`config.mk`:
```
export PLATFORM = sky130hd
export DESIGN_NAME = acc4_exec_unit
export DESIGN_NICKNAME = d
export VERILOG_FILES = /design/src/rtl/acc4_pkg.sv /design/src/rtl/acc4_alu.sv /design/src/rtl/acc4_seq.sv /design/src/rtl/acc4_oprnd.sv /design/src/rtl/acc4_exec_unit.sv
export SDC_FILE = /design/constraint.sdc
export NUM_CORES = 1
export LEC_CHECK = 0
export ABC_AREA = 1
export BUFFER_PORTS_ARGS = -buffer_cell sky130_fd_sc_hd__buf_2
export CAP_MARGIN = 20
export CELL_PAD_IN_SITES_DETAIL_PLACEMENT = 1
export CELL_PAD_IN_SITES_GLOBAL_PLACEMENT = 1
export CORE_MARGIN = 2
export CORE_UTILIZATION = 30
export DETAILED_ROUTE_END_ITERATION = 8
export PLACE_DENSITY_LB_ADDON = 0.1
export SYNTH_ARGS = -nofsm -noshare
export SYNTH_HDL_FRONTEND = slang
export SYNTH_SLANG_ARGS = --single-unit
```
`constraint.sdc`:
```
create_clock -name clk -period 5.5 [get_ports clk]
set_input_delay 0.55 -clock clk [delete_from_list [all_inputs] [get_ports clk]]
set_output_delay 0.55 -clock clk [all_outputs]
set_load 0.03 [all_outputs]
```
`src/rtl/acc4_pkg.sv`:
```
// Package: shared operation codes for the accumulator execution unit.
// Assumes the decoder upstream delivers these 4-bit codes unchanged.
package acc4_pkg;

    localparam int OPW = 4;

    typedef enum logic [OPW-1:0] {
        OP_NOP  = 4'd0,
        OP_LDI  = 4'd1,
        OP_ADDM = 4'd2,
        OP_ADCM = 4'd3,
        OP_ADDI = 4'd4,
        OP_SETC = 4'd5,
        OP_CLRC = 4'd6,
        OP_TSTC = 4'd7,
        OP_INV  = 4'd8,
        OP_ROR  = 4'd9,
        OP_LOGX = 4'd10
    } op_e;

    typedef enum logic [1:0] {
        LG_XOR = 2'b00,
        LG_OR  = 2'b01,
        LG_AND = 2'b10,
        LG_AN2 = 2'b11
    } logic_sel_e;

endpackage

```
`src/rtl/acc4_alu.sv`:
```
// Module: acc4_alu
// Pure combinational next-state logic for accumulator and carry, plus the
// skip condition the instruction would raise if executed.
// Assumes the caller decides whether the result is committed.
module acc4_alu
    import acc4_pkg::*;
#(
    parameter int DW  = 4,
    parameter int LSW = 2
) (
    input  logic [OPW-1:0] op_code,
    input  logic [DW-1:0]  acc_q,
    input  logic           cy_q,
    input  logic [DW-1:0]  imm,
    input  logic [DW-1:0]  mem_data,
    input  logic [DW-1:0]  e_q,
    input  logic [LSW-1:0] lo_q,
    output logic [DW-1:0]  acc_nx,
    output logic           cy_nx,
    output logic           skip_nx
);

    localparam int SW = DW + 1;

    logic [SW-1:0] sum_mem;
    logic [SW-1:0] sum_memc;
    logic [SW-1:0] sum_imm;
    logic [DW-1:0] logic_res;

    // Adders shared by the three add flavours.
    always_comb begin
        sum_mem  = {1'b0, acc_q} + {1'b0, mem_data};
        sum_memc = {1'b0, acc_q} + {1'b0, mem_data} + {{DW{1'b0}}, cy_q};
        sum_imm  = {1'b0, acc_q} + {1'b0, imm};
    end

    // Logic unit: operation selected by the LO register, top code falls to AND.
    always_comb begin
        unique case (lo_q[1:0])
            LG_XOR:  logic_res = acc_q ^ e_q;
            LG_OR:   logic_res = acc_q | e_q;
            default: logic_res = acc_q & e_q;
        endcase
    end

    // Per-opcode selection of next accumulator, carry and skip condition.
    always_comb begin
        acc_nx  = acc_q;
        cy_nx   = cy_q;
        skip_nx = 1'b0;
        case (op_code)
            OP_LDI:  acc_nx = imm;
            OP_ADDM: acc_nx = sum_mem[DW-1:0];
            OP_ADCM: begin
                acc_nx = sum_memc[DW-1:0];
                cy_nx  = sum_memc[DW];
            end
            OP_ADDI: begin
                acc_nx  = sum_imm[DW-1:0];
                skip_nx = ~sum_imm[DW];
            end
            OP_SETC: cy_nx = 1'b1;
            OP_CLRC: cy_nx = 1'b0;
            OP_TSTC: skip_nx = ~cy_q;
            OP_INV:  acc_nx = ~acc_q;
            OP_ROR: begin
                acc_nx = {cy_q, acc_q[DW-1:1]};
                cy_nx  = acc_q[0];
            end
            OP_LOGX: acc_nx = logic_res;
            default: ;
        endcase
    end

endmodule

```
`src/rtl/acc4_seq.sv`:
```
// Module: acc4_seq
// Skip bookkeeping: holds the pending skip and the load-run flag and
// decides whether the presented instruction is committed.
// Assumes op_valid marks exactly one instruction per asserted cycle.
module acc4_seq (
    input  logic clk,
    input  logic rst_n,
    input  logic op_valid,
    input  logic is_ldi,
    input  logic skip_cond,
    output logic commit,
    output logic skip_q,
    output logic ldi_run_q
);

    logic discard;

    // Discard when a skip is pending or a load follows a load.
    always_comb begin
        discard = skip_q | (is_ldi & ldi_run_q);
        commit  = op_valid & ~discard;
    end

    // Pending skip: set by a committed requester, cleared by any accepted op.
    always_ff @(posedge clk) begin
        if (!rst_n) begin
            skip_q <= 1'b0;
        end else if (op_valid) begin
            skip_q <= commit & skip_cond;
        end
    end

    // Load-run flag: tracks whether the last accepted op was a load.
    always_ff @(posedge clk) begin
        if (!rst_n) begin
            ldi_run_q <= 1'b0;
        end else if (op_valid) begin
            ldi_run_q <= is_ldi;
        end
    end

endmodule

```
`src/rtl/acc4_oprnd.sv`:
```
// Module: acc4_oprnd
// Second operand register E and logic-select register LO, each with its
// own write strobe. Writes ignore the skip state by design.
module acc4_oprnd #(
    parameter int DW  = 4,
    parameter int LSW = 2
) (
    input  logic           clk,
    input  logic           rst_n,
    input  logic           e_wr,
    input  logic [DW-1:0]  e_data,
    input  logic           lo_wr,
    input  logic [LSW-1:0] lo_data,
    output logic [DW-1:0]  e_q,
    output logic [LSW-1:0] lo_q
);

    // E register load.
    always_ff @(posedge clk) begin
        if (!rst_n) begin
            e_q <= '0;
        end else if (e_wr) begin
            e_q <= e_data;
        end
    end

    // LO register load.
    always_ff @(posedge clk) begin
        if (!rst_n) begin
            lo_q <= '0;
        end else if (lo_wr) begin
            lo_q <= lo_data;
        end
    end

endmodule

```
`src/rtl/acc4_exec_unit.sv`:
```
// Module: acc4_exec_unit (top)
// 4-bit accumulator execution unit: ALU, skip control and operand registers.
// Assumes decoded opcodes from acc4_pkg; raw opcode decode is upstream.
module acc4_exec_unit
    import acc4_pkg::*;
#(
    parameter int DW  = 4,
    parameter int LSW = 2
) (
    input  logic           clk,
    input  logic           rst_n,
    input  logic           op_valid,
    input  logic [3:0]     op_code,
    input  logic [DW-1:0]  imm,
    input  logic [DW-1:0]  mem_data,
    input  logic           e_wr,
    input  logic [DW-1:0]  e_data,
    input  logic           lo_wr,
    input  logic [LSW-1:0] lo_data,
    output logic [DW-1:0]  acc,
    output logic           carry,
    output logic           skip_req
);

    logic [DW-1:0]  acc_q;
    logic           cy_q;
    logic [DW-1:0]  acc_nx;
    logic           cy_nx;
    logic           skip_nx;
    logic [DW-1:0]  e_q;
    logic [LSW-1:0] lo_q;
    logic           commit;
    logic           ldi_run_q;
    logic           is_ldi;

    // Opcode test used by the load-run logic.
    always_comb is_ldi = (op_code == OP_LDI);

    acc4_alu #(.DW(DW), .LSW(LSW)) u_alu (
        .op_code  (op_code),
        .acc_q    (acc_q),
        .cy_q     (cy_q),
        .imm      (imm),
        .mem_data (mem_data),
        .e_q      (e_q),
        .lo_q     (lo_q),
        .acc_nx   (acc_nx),
        .cy_nx    (cy_nx),
        .skip_nx  (skip_nx)
    );

    acc4_seq u_seq (
        .clk       (clk),
        .rst_n     (rst_n),
        .op_valid  (op_valid),
        .is_ldi    (is_ldi),
        .skip_cond (skip_nx),
        .commit    (commit),
        .skip_q    (skip_req),
        .ldi_run_q (ldi_run_q)
    );

    acc4_oprnd #(.DW(DW), .LSW(LSW)) u_opr (
        .clk     (clk),
        .rst_n   (rst_n),
        .e_wr    (e_wr),
        .e_data  (e_data),
        .lo_wr   (lo_wr),
        .lo_data (lo_data),
        .e_q     (e_q),
        .lo_q    (lo_q)
    );

    // Accumulator and carry commit only for executed instructions.
    always_ff @(posedge clk) begin
        if (!rst_n) begin
            acc_q <= '0;
            cy_q  <= 1'b0;
        end else if (commit) begin
            acc_q <= acc_nx;
            cy_q  <= cy_nx;
        end
    end

    // Output mapping.
    always_comb begin
        acc   = acc_q;
        carry = cy_q;
    end

endmodule

```
* Word level (Yosys, flattened, before mapping)
Cells that the tools add are included.
** Cells by class
- Bitwise operators :: 11
- Reduce and logical (&&, ||, !) cells :: 5
- Multiplexer cells :: 4
- Eq/ne operators :: 11
- $add $sub $neg :: 3
** Operators with widths (count)
- $pmux W4 S7 :: 1
- $eq A4 B3 Y1 const B :: 4
- $eq A4 B4 Y1 const B :: 3
- $add A4 B4 Y5 :: 2
- $eq A4 B2 Y1 const B :: 2
- $pmux W4 S2 :: 1
- $reduce_bool A7 Y1 :: 1
- $add A5 B1 Y5 :: 1
- $and A4 B4 Y4 :: 1
- $eq A4 B1 Y1 const B :: 1
- $not A4 Y4 :: 1
- $or A4 B4 Y4 :: 1
- $pmux W1 S4 :: 1
- $reduce_and A2 Y1 :: 2
- $reduce_bool A4 Y1 :: 1
- $xor A4 B4 Y4 :: 1
- $and A1 B1 Y1 :: 3
- $not A1 Y1 :: 3
- $eq A2 B1 Y1 const B :: 1
- $logic_not A2 Y1 :: 1
- $pmux W1 S2 :: 1
- $or A1 B1 Y1 :: 1
** Storage, ports and cells
- Register bits after elaboration :: 13
- Logic and storage cells :: 40
- Input bits :: 23
- Output and inout bits :: 6

* Depth between registers and ports, before layout
- Depth in word-level cells :: 6
- Mapped depth :: 11
- Depth with buffers taken out :: 11

* Modules after synthesis
From an unflattened synthesis, not the netlist that was laid out.
** Unflattened totals
- Cells, all modules :: 265
- Area, all modules :: 1552.7 µm²
** Modules (own cells, without submodules)
- acc4_alu :: cells an instance 179, area each 985.9 µm², instances 1
- acc4_oprnd :: cells an instance 37, area each 254.0 µm², instances 1
- acc4_exec_unit :: cells an instance 35, area each 222.7 µm², instances 1
- acc4_seq :: cells an instance 14, area each 90.1 µm², instances 1

* Worst setup path after synthesis
Ideal clock, no wire load.
- Kind :: reg2reg
- Start point :: register acc_q[0] (netlist: acc[0])
- End point :: register acc_q[1] (netlist: acc[1])
- Clock period less this slack :: 2.092 ns
- Arrival time :: 1.974 ns
- Cell stages (with the launch flop) :: 10
- Path buffers :: 0
- Slack :: 3.408 ns
- Data required time :: 5.382 ns
- Library setup time :: 0.118 ns
- Cells stage by stage :: dfxtp_1 -> ha_1 -> fa_1 -> ha_1 -> nand2_1 -> nand2_1 -> nor3_2 -> nand2_1 -> nand2_1 -> a21oi_1
** Between the ends
- Word-level cells in the longest chain between the ends :: 3
- Elaborated cells on any way between the ends :: 4
- Classes of those cells :: 3 x add/sub; 1 x mux
** Ends and longest elaborated chain
- from (decl) :: line acc4_exec_unit.sv:25 : logic [DW-1:0] acc_q;
- from (signal assigned) :: line acc4_exec_unit.sv:80 : acc_q <= acc_nx;
- $add A4 B4 Y5 :: line acc4_alu.sv:33 : sum_memc = {1'b0, acc_q} + {1'b0, mem_data} + {{DW{1'b0}}, cy_q};
- $add A5 B1 Y5 :: line acc4_alu.sv:33
- $pmux W4 S7 (*) :: line acc4_alu.sv:51 : case (op_code)
Every way passes the cells marked *; elsewhere a longest branch is shown, timed or not.
A chain may end at the register's enable or synchronous reset.

* Worst setup path in the final report
Ends and elaborated chain as after synthesis.

==> reports/results.tsv <==
metric	value	unit
routability cong.	0.777	
GRT overflow	0	
compound-cell area share of the yosys netlist	15.8	%
Final TNS setup	0	ns
Die Ht	73.3	um
Startpoint Class	flop	
min cycle time layout	2.07	ns
initial antenna violation count	0	
Max-slew headroom	74.3	%
Seq pwr share	36.4	%
clock-pin slew on the worst setup and hold paths	0.06	ns
DIE WIDTH	73.3	um
adder-cell share of the synthesized area	18.4	%
Slowest cell on crit path	dfxtp_1	
post-CTS setup buffers	0	
Non-Filler Instances	311	
CTS Buffer Depth	2	
Post-Route WL	4060	um
Max Cap Viol	0	
Fin Clk Skew	0.00764	ns
Power Dens Cells	175	nW/um^2
critical path class	flop to flop	
period utilization	37.6	%
Post-synth EDFFs	0	
CTS tree	built	
Hold Path Class	flop to flop	
Ys Warns	0	
# clock sinks	13	
Crit Path Max Fanout	7	
Synth Area in XOR/XNOR	1.83	%
fraction of layout cells with a size suffix above 1	23.7	%
DR vias	1489	
RSZ-0062 raised after global routing	false	
Post-synth top cells	nand2_1 (43), nor2_1 (34), inv_1 (24)	
nets@finish	301	
Vias/cell	4.79	
Most used DFF post-synth	dfxtp_1	
slowest stage delay, CP	0.48	ns
Buf+Inv Stages, Crit Path	0	
CTS Buf Count	3	
area leader, netlist	dfxtp_1	
vias in the first global route	1417	
combinational family with the most area after synthesis	simple AND/OR/NAND/NOR gates	
CP Capture Type	flop	
first-pass GRT wire length	6820	um
DRC Markers	0	
post-CTS sizing	0	
critical path required time	5.64	ns
top-count cell post-synth	nand2_1	
Total GRT Usage	16.6	%
Starting Density	30.9	%
dpl cells	307	
Clock power frac	30.6	%
Max VDD drop	86.1	uV
critical path cell sequence	ha_1, fa_1, ha_1, nand2_1, nand2_1, nor3_2, nand2_1, nand2_1, a21oi_1	
Area Overhead vs Synth	17.6	%
largest net degree at the start of global routing	10	
1st-pass router iterations	4	
Crit path max-delay family	adder cells	
FF+latch count, synth	13	
die area	5370	um^2
Internal	0.188	mW
post-synthesis mux area share	0	%
htree depth	1	
synthesized cell area	1440	um^2
Max Freq	483	MHz
worst skew pair latency	0.25	ns
Most common cell on crit path	nand2_1	
cts-stage hold buffer count	0	
WL/cell	13.0	um
IO Port Bufs	28	
Post-DRT Antenna Nets	0	
Psw	0.108	mW
Row Count	25	
Worst-Margin Slew	0.385	ns
run status	complete, no violations	
Synth Area in Simple Gates	36.3	%
Async S/R FF share, synth	0	%
distinct cell type count after synthesis	27	
core area	4660	um^2
Arr. time, crit path	2.21	ns
main area contributors after synthesis	dfxtp_1 (18%), ha_1 (16%), nand2_1 (11%), nor2_1 (8.9%), nand3_1 (6.3%)	
Seq/Total Area, Yosys	18.1	%
Finish-stage setup viols	0	
final hold vios	0	
combinational fraction of design power	33.0	%
top-area cell type share of the netlist area	18.1	%
Leakage Power	0.857	nW
Antenna Cells	0	
Root Buffer	clkbuf_8	
Post-DP HPWL	3460	um
drt first-iter violations	41	
Switching Share	36.4	%
Synthesized Nets	268	
Synth Instances	225	
Final Max Slew Viols	0	
I/O Pins	29	
syn_area_per_cell	6.40	um^2
==> state kept, by name (all words and copies together) (netlist names) <==
signal / flops
carry: 1
u_opr.lo_q: 2
u_seq.skip_q: 1
u_seq.ldi_run_q: 1
acc: 4
u_opr.e_q: 4
==> cells in the final DEF, fill, tap and decap left out <==
cell	count
nand3_4	1
clkbuf_8	3
nand3_2	2
fa_1	2
nand2_1	43
ha_1	18
nor2_2	5
a21oi_1	17
o22ai_1	1
xnor2_1	1
or2_2	1
dfxtp_1	13
nor3_1	1
clkbuf_1	1
nand2_2	4
nor2_4	1
nand3_1	18
buf_2	28
nor4_1	1
o21ai_4	1
xor2_1	2
inv_1	24
inv_2	11
inv_4	1
nor2_1	34
o211ai_2	1
o21ai_1	1
nor3_2	2
o21ai_0	16
a211oi_1	3
==> cell families (layout without fill, tap and decap cells) <==
kind of cell	count (synthesis)	in the layout
and+or+nand+nor	113	113
adders and majority gates	20	20
DFF	13	13
xor gates and xnor gates	3	3
AOI/OAI and AO/OA	40	40
buffers and inverters	36	68
==> metal layers <==
layer / vias up / global-route usage, % / share of wire (%)
li1: 798 / - / -
met1: 659 / 23.0 / 52
met2: 24 / 25.7 / 42
met3: 8 / 2.88 / 2.9
met4: 0 / 5.76 / 2.4
met5: - / 0 / 0
==> power groups by stage <==
stage | clock [mW] | sequential (mW) | combinational (mW)
detailed placement | 0 | 0.110 | 0.0982
finish | 0.0905 | 0.108 | 0.0977
global route | 0.0967 | 0.109 | 0.114
global placement | 0 | 0.110 | 0.0979
CTS | 0.0941 | 0.108 | 0.0989
floorplan | 0 | 0.112 | 0.0633
==> worst paths after layout <==
path	start	endpoint	slack, ns	cells after the start
max	acc[0]	acc[1]	3.43	9
min	u_opr.e_q[0]	u_opr.e_q[0]	0.48	2
max reg2reg	acc[0]	acc[1]	3.43	9
min reg2reg	u_opr.e_q[0]	u_opr.e_q[0]	0.48	2
==> tightest hold or removal path, stage by stage (launching register included) <==
cell	delay, ns
dfxtp_1	0.31
inv_1	0.07
a21oi_1	0.06
==> per-stage QoR <==
step	setup WS (ns)	hold WS (ns)	utilization (%)	power (mW)	cell area, um^2
after floorplan	3.41	0.451	-	0.176	1440
after global placement	3.27	0.479	35.3	0.208	1650
after detailed placement	3.23	0.470	35.3	0.208	1650
after CTS	3.40	0.491	36.3	0.301	1690
after global routing	3.29	0.517	36.3	0.319	1690
final	3.43	0.484	36.3	0.296	1690
==> layout make-up <==
type | count | area (um^2)
fill | 633 | 2970
inverter | 36 | 138
timing repair buffer | 28 | 140
tap | 54 | 67.6
sequential | 13 | 260
multi-input combinational | 176 | 1040
clock buffer | 4 | 45.0
(Power assumes the default switching activity.)
